==> src/rtl/sl_pkg.sv <==
package sl_pkg;
  localparam int FRAME_BITS = 8;
  localparam int LEVEL_W    = 3;
  localparam int NUM_ARMS   = 4;
  localparam int MAX_LEVEL  = 4;
  localparam int PROT_POS   = 0;
  localparam int ARM_TOP    = PROT_POS + NUM_ARMS;  // wire bit holding arm A
  localparam int LEVEL_LSB  = ARM_TOP + 1;
endpackage

==> src/rtl/sl_fault_detect.sv <==
module sl_fault_detect #(
  parameter int NUM_MEAS = 6,
  parameter int MEAS_W   = 12
) (
  input  logic                       clk,
  input  logic                       rst_n,
  input  logic [NUM_MEAS*MEAS_W-1:0] meas_flat,
  input  logic [NUM_MEAS*MEAS_W-1:0] thr_flat,
  output logic                       fault_q
);
  logic [NUM_MEAS-1:0] over;

  for (genvar i = 0; i < NUM_MEAS; i++) begin : g_cmp
    assign over[i] = meas_flat[i*MEAS_W +: MEAS_W] > thr_flat[i*MEAS_W +: MEAS_W];
  end

  // fail-safe: report a fault until the first comparison is registered
  always_ff @(posedge clk) begin
    if (!rst_n) fault_q <= 1'b1;
    else        fault_q <= |over;
  end
endmodule

==> src/rtl/sl_spi_tx.sv <==
module sl_spi_tx
  import sl_pkg::*;
#(
  parameter int CLK_DIV = 16
) (
  input  logic                  clk,
  input  logic                  rst_n,
  input  logic [FRAME_BITS-1:0] frame,
  output logic                  sclk,
  output logic                  cs_n,
  output logic                  mosi
);
  localparam int FRAME_CLKS = CLK_DIV * FRAME_BITS;
  localparam int POS_W      = $clog2(FRAME_CLKS);
  localparam int DIV_W      = $clog2(CLK_DIV);
  localparam int HALF       = CLK_DIV / 2;
  localparam int CS_OFF     = FRAME_CLKS - CLK_DIV / 4;

  logic [POS_W-1:0]      pos, pos_n;
  logic [DIV_W-1:0]      phase_n;
  logic [FRAME_BITS-1:0] sreg;

  always_comb begin
    pos_n   = (pos == POS_W'(FRAME_CLKS - 1)) ? '0 : pos + 1'b1;
    phase_n = pos_n[DIV_W-1:0];
  end

  always_ff @(posedge clk) begin
    if (!rst_n) begin
      pos  <= POS_W'(FRAME_CLKS - 1);
      sclk <= 1'b1;
      cs_n <= 1'b1;
      sreg <= '0;
    end else begin
      pos  <= pos_n;
      sclk <= phase_n >= DIV_W'(HALF);
      cs_n <= pos_n >= POS_W'(CS_OFF);
      if (pos_n == '0)
        sreg <= frame;
      else if (phase_n == '0)
        sreg <= {sreg[FRAME_BITS-2:0], 1'b0};
    end
  end

  assign mosi = sreg[FRAME_BITS-1];
endmodule

==> src/rtl/sl_spi_rx.sv <==
module sl_spi_rx
  import sl_pkg::*;
#(
  parameter int TIMEOUT_CLKS = 512
) (
  input  logic                clk,
  input  logic                rst_n,
  input  logic                sclk_in,
  input  logic                cs_n_in,
  input  logic                mosi_in,
  output logic [LEVEL_W-1:0]  level,
  output logic [NUM_ARMS-1:0] arm_dir,
  output logic                prot_ok,
  output logic                fault,
  output logic                frame_bad,
  output logic                timed_out
);
  localparam int TO_W = $clog2(TIMEOUT_CLKS + 1);

  logic [2:0]            sclk_s, cs_s;
  logic [1:0]            mosi_s;
  logic [FRAME_BITS-1:0] shreg;
  logic [3:0]            bitcnt;
  logic                  link_err;
  logic [TO_W-1:0]       to_cnt;
  logic                  sclk_rise, cs_rise, cs_fall, cs_low, frame_done, frame_good;
  logic [LEVEL_W-1:0]    lvl_rx;

  always_comb begin
    sclk_rise  = sclk_s[1] & ~sclk_s[2];
    cs_rise    = cs_s[1] & ~cs_s[2];
    cs_fall    = ~cs_s[1] & cs_s[2];
    cs_low     = ~cs_s[1];
    lvl_rx     = shreg[FRAME_BITS-1 -: LEVEL_W];
    frame_done = cs_rise && (bitcnt == 4'(FRAME_BITS));
    frame_bad  = frame_done && (lvl_rx > LEVEL_W'(MAX_LEVEL));
    frame_good = frame_done && !frame_bad;
    fault      = link_err | timed_out | ~prot_ok;
  end

  always_ff @(posedge clk) begin
    if (!rst_n) begin
      sclk_s    <= 3'b111;
      cs_s      <= 3'b111;
      mosi_s    <= '0;
      shreg     <= '0;
      bitcnt    <= '0;
      level     <= '0;
      arm_dir   <= '0;
      prot_ok   <= 1'b0;
      link_err  <= 1'b1;
      to_cnt    <= '0;
      timed_out <= 1'b0;
    end else begin
      sclk_s <= {sclk_s[1:0], sclk_in};
      cs_s   <= {cs_s[1:0], cs_n_in};
      mosi_s <= {mosi_s[0], mosi_in};

      if (cs_fall)
        bitcnt <= '0;
      else if (sclk_rise && cs_low) begin
        shreg <= {shreg[FRAME_BITS-2:0], mosi_s[1]};
        if (bitcnt != 4'hF) bitcnt <= bitcnt + 1'b1;
      end

      if (frame_good) begin
        level <= lvl_rx;
        for (int k = 0; k < NUM_ARMS; k++) arm_dir[k] <= shreg[ARM_TOP - k];
        prot_ok  <= shreg[PROT_POS];
        link_err <= 1'b0;
      end else if (frame_bad) begin
        link_err <= 1'b1;
      end

      if (frame_good) begin
        to_cnt    <= '0;
        timed_out <= 1'b0;
      end else if (to_cnt == TO_W'(TIMEOUT_CLKS))
        timed_out <= 1'b1;
      else
        to_cnt <= to_cnt + 1'b1;
    end
  end
endmodule

==> src/rtl/spi_status_link.sv <==
module spi_status_link
  import sl_pkg::*;
#(
  parameter int CLK_DIV        = 16,
  parameter int NUM_MEAS       = 6,
  parameter int MEAS_W         = 12,
  parameter int TIMEOUT_FRAMES = 4
) (
  input  logic                       clk,
  input  logic                       rst_n,
  input  logic [LEVEL_W-1:0]         tx_level,
  input  logic [NUM_ARMS-1:0]        tx_arm_dir,
  input  logic [NUM_MEAS*MEAS_W-1:0] meas_flat,
  input  logic [NUM_MEAS*MEAS_W-1:0] thr_flat,
  output logic                       tx_sclk,
  output logic                       tx_cs_n,
  output logic                       tx_mosi,
  input  logic                       rx_sclk,
  input  logic                       rx_cs_n,
  input  logic                       rx_mosi,
  output logic [LEVEL_W-1:0]         rx_level,
  output logic [NUM_ARMS-1:0]        rx_arm_dir,
  output logic                       rx_prot_ok,
  output logic                       rx_fault
);
  localparam int TIMEOUT_CLKS = TIMEOUT_FRAMES * CLK_DIV * FRAME_BITS;

  logic                  meas_fault;
  logic [FRAME_BITS-1:0] tx_frame;
  logic                  rx_frame_bad, rx_timed_out;

  sl_fault_detect #(.NUM_MEAS(NUM_MEAS), .MEAS_W(MEAS_W)) u_fault (
    .clk(clk), .rst_n(rst_n), .meas_flat(meas_flat), .thr_flat(thr_flat),
    .fault_q(meas_fault)
  );

  assign tx_frame[FRAME_BITS-1 -: LEVEL_W] = tx_level;
  assign tx_frame[PROT_POS]                = ~meas_fault;
  for (genvar k = 0; k < NUM_ARMS; k++) begin : g_pack
    assign tx_frame[ARM_TOP - k] = tx_arm_dir[k];
  end

  sl_spi_tx #(.CLK_DIV(CLK_DIV)) u_tx (
    .clk(clk), .rst_n(rst_n), .frame(tx_frame),
    .sclk(tx_sclk), .cs_n(tx_cs_n), .mosi(tx_mosi)
  );

  sl_spi_rx #(.TIMEOUT_CLKS(TIMEOUT_CLKS)) u_rx (
    .clk(clk), .rst_n(rst_n),
    .sclk_in(rx_sclk), .cs_n_in(rx_cs_n), .mosi_in(rx_mosi),
    .level(rx_level), .arm_dir(rx_arm_dir), .prot_ok(rx_prot_ok),
    .fault(rx_fault), .frame_bad(rx_frame_bad), .timed_out(rx_timed_out)
  );
endmodule

==> config.mk <==
export PLATFORM = sky130hd
export DESIGN_NAME = spi_status_link
export DESIGN_NICKNAME = d
export VERILOG_FILES = /design/src/rtl/sl_pkg.sv /design/src/rtl/sl_fault_detect.sv /design/src/rtl/sl_spi_tx.sv /design/src/rtl/sl_spi_rx.sv /design/src/rtl/spi_status_link.sv
export SDC_FILE = /design/constraint.sdc
export NUM_CORES = 1
export LEC_CHECK = 0
export ABC_CLOCK_PERIOD_IN_PS = 3400
export BUFFER_PORTS_ARGS = -buffer_cell sky130_fd_sc_hd__buf_2
export CORE_MARGIN = 2
export CORE_UTILIZATION = 53
export CTS_BUF_LIST = sky130_fd_sc_hd__clkbuf_16
export DETAILED_ROUTE_END_ITERATION = 7
export GPL_ROUTABILITY_DRIVEN = 1
export GPL_TIMING_DRIVEN = 0
export HOLD_SLACK_MARGIN = 0.08
export PLACE_DENSITY = 0.87
export RECOVER_POWER = 50
export SKIP_LAST_GASP = 1
export SYNTH_ARGS = -nofsm -noshare
export SYNTH_HDL_FRONTEND = slang
export SYNTH_SLANG_ARGS = --single-unit
==> constraint.sdc <==
create_clock -name clk -period 3.4 [get_ports clk]
set_input_delay 0.34 -clock clk [delete_from_list [all_inputs] [get_ports clk]]
set_output_delay 0.34 -clock clk [all_outputs]
set_load 0.01 [all_outputs]
==> impl_metrics.ini <==
[cells_and_area]
num-nets-final = 908
diodes = 0
area_growth_pct = 29.4
utilization_pct = 69.7
layout-drive-gt1-share_pct = 26.1

[synthesis]
yosysTopAreaCell = dfxtp_1
synth_area_sq_um = 4100
synth_sequential_area_ratio_pct = 27.9
yosysWarningCount = 0
syn_nets = 731
synthCells = 497
syn_avg_cell_area_sq_um = 8.24
yosys.cell_types.count = 44
synth_top_area_share_pct = 27.9
async_reset_ff_share_pct = 0
synth_commonest_cells = 78 x ha_1, 78 x inv_1, 57 x dfxtp_1, 45 x nand2_1, 34 x a21oi_1
ys_seq_elements = 57
synth_edf_count = 0
synth_area_leaders = dfxtp_1 28%, ha_1 24%, inv_1 7.1%, a21oi_1 4.2%, nand2_1 4.1%
ys.flop_type = dfxtp_1

[clock_tree]
cts-root-buf = clkbuf_16
clock-sinks = 57
ctsHoldBuffers = 0
ctsResizeCount = 0
post_cts_buffers = 0
cts_inserted_buffers = 9
clk_latency_ns = 0.32
cts_buffer_depth = 2
path_clk_slew_ns = 0.05
cts_tree = built
htree_levels = 3

[global_routing]
grt-busiest-layer = met2
use_met1_pct = 24.1
gr-total-overflow = 0
antenna_found_initial = 0
grt_max_degree = 11
grt_use_met2_pct = 45.6
use_met3_pct = 6.33
grt_pass1_vias = 4289
grt_use_total_pct = 24.2
grt_pass1_wl_microns = 16800

[placement]
place_hpwl_microns = 8550
dp_slack_ns = 1.05
gp_congestion = 0.839
io_buffers = 166

[sta]
rsz0062_at_grt = no
period_share_pct = 60.3
min_period_ns = 2.05
setup_violations = 0
worst_slack_ns = 1.35
finalSetupTns_ns = 0
fmax_ghz = 0.488
skew_ns = 0.00390
slew_violations = 0
worst_pin_slew_ns = 0.571
hold_viol = 0
relSlewSlack_pct = 61.8
whs_ns = 0.207

[setup_path]
worstPathMaxFanout = 8
critPathKind = flip-flop to flip-flop
cp_slowest_cell = nor3_4
cp.arrival_ns = 2.26
cp-end-kind = flip-flop
required_ns = 3.61
crit_family = simple AND/OR/NAND/NOR gates
path_buf_inv = 0
start_kind = flip-flop
path_cells = ha_1, and3_1, and4_4, nor3_4, mux2i_1, nand2_1, o211a_1
max_stage_delay_ns = 0.45

[drt]
wl_microns = 10100
drt-vias-per-instance = 5.36
drtAntennaViolNets = 0
drc = 0
vias = 4187
dr.first_iter.drc_count = 125
drt_pass1_iterations = 4
wl_per_cell_microns = 13.0

[pwr]
power_density_nw_per_um2 = 425
leakagePower_nw = 2.82
peakVddDrop_uv = 307
total_power_mw = 2.26

[floorplanning]
io_pins = 168
dieArea_sq_um = 8450
die_h_microns = 91.9
rows = 32
core_area_sq_um = 7610
die_w_microns = 91.9
initial_core_util_pct = 53.8

[job]
cap_violations = 0

[status]
outcome = finished clean

[worst_hold_path]
hp-class = primary input to flip-flop
[placed cells by master (no fill, tap or decap), types with 3 or more instances in the layout]
master       n
o21ai_0     13
nand2_1     45
nor3_1       4
nor2_1      30
o31ai_1      3
clkinv_2     3
nand4_1     20
a21boi_0    10
inv_1       78
nor2b_1     13
nand3_1     12
and3_1       4
clkbuf_16    9
mux2i_1     14
a21oi_1     34
buf_2      157
clkbuf_1    17
dfxtp_1     57
ha_1        78
o211ai_1     8
o211a_1      8
and2_1       3
xor2_1       7
xnor2_1      7
o21ai_1      5
nand2b_1    11
a31oi_1      3
[cell type report]
class                           count  area (sq um)
Buffer                              8          33.8
Clock buffer                        9           225
Clock inverter                      7          37.5
Fill cell                         597          2310
Inverter                           79           297
Multi-Input combinational cell    353          2620
Sequential cell                    57          1140
Tap cell                          102           128
Timing Repair Buffer              166           816
[flip-flops by register name, indices dropped and copies added, names as in the netlist, 4 cells and up]
name	count
u_tx.sreg	8
u_rx.to_cnt	10
u_rx.arm_dir	4
u_rx.bitcnt	4
u_rx.shreg	8
u_tx.pos	6
[stage by stage]
step                      cell area, sq um  std cells
after floorplan                       4100        497
after global placement                5050        765
after detailed placement              5050        765
after CTS                             5320        781
after global routing                  5300        781
final                                 5300        781
[final timing paths]
check                 start             end  slack, ns  depth (start not counted)
max             u_tx.pos[0]    u_tx.sreg[1]       1.35                          7
min                 rx_cs_n    u_rx.cs_s[0]       0.21                          2
max reg2reg     u_tx.pos[0]    u_tx.sreg[1]       1.35                          7
min reg2reg  u_rx.sclk_s[0]  u_rx.sclk_s[1]       0.41                          1
[cells by family (layout without fill, tap and decap cells)]
| family | after synthesis | in the layout | share of synthesized area (%) |
|---|---|---|---|
| and+or+nand+nor | 150 | 150 | 18.4 |
| AOI/OAI and AO/OA | 96 | 96 | 15.2 |
| buffers and inverters | 87 | 269 | 8.06 |
| adders and majority gates | 78 | 78 | 23.8 |
| DFF | 57 | 57 | 27.9 |
| muxes | 15 | 15 | 3.70 |
| xor gates and xnor gates | 14 | 14 | 2.99 |
[where the power goes]
part,switching (mW),internal (mW)
sequential,0.0685,0.752
clock,0.300,0.482
combinational,0.335,0.318
total,0.704,1.55
[per-layer routing]
metal,wire (microns),up-vias,share of wire (%)
met2,5220,141,52
met5,0,-,0
met1,3980,1925,39
li1,-,2078,-
met3,520,43,5.1
met4,414,0,4.1
No activity file was read; power rests on OpenSTA's default activity.
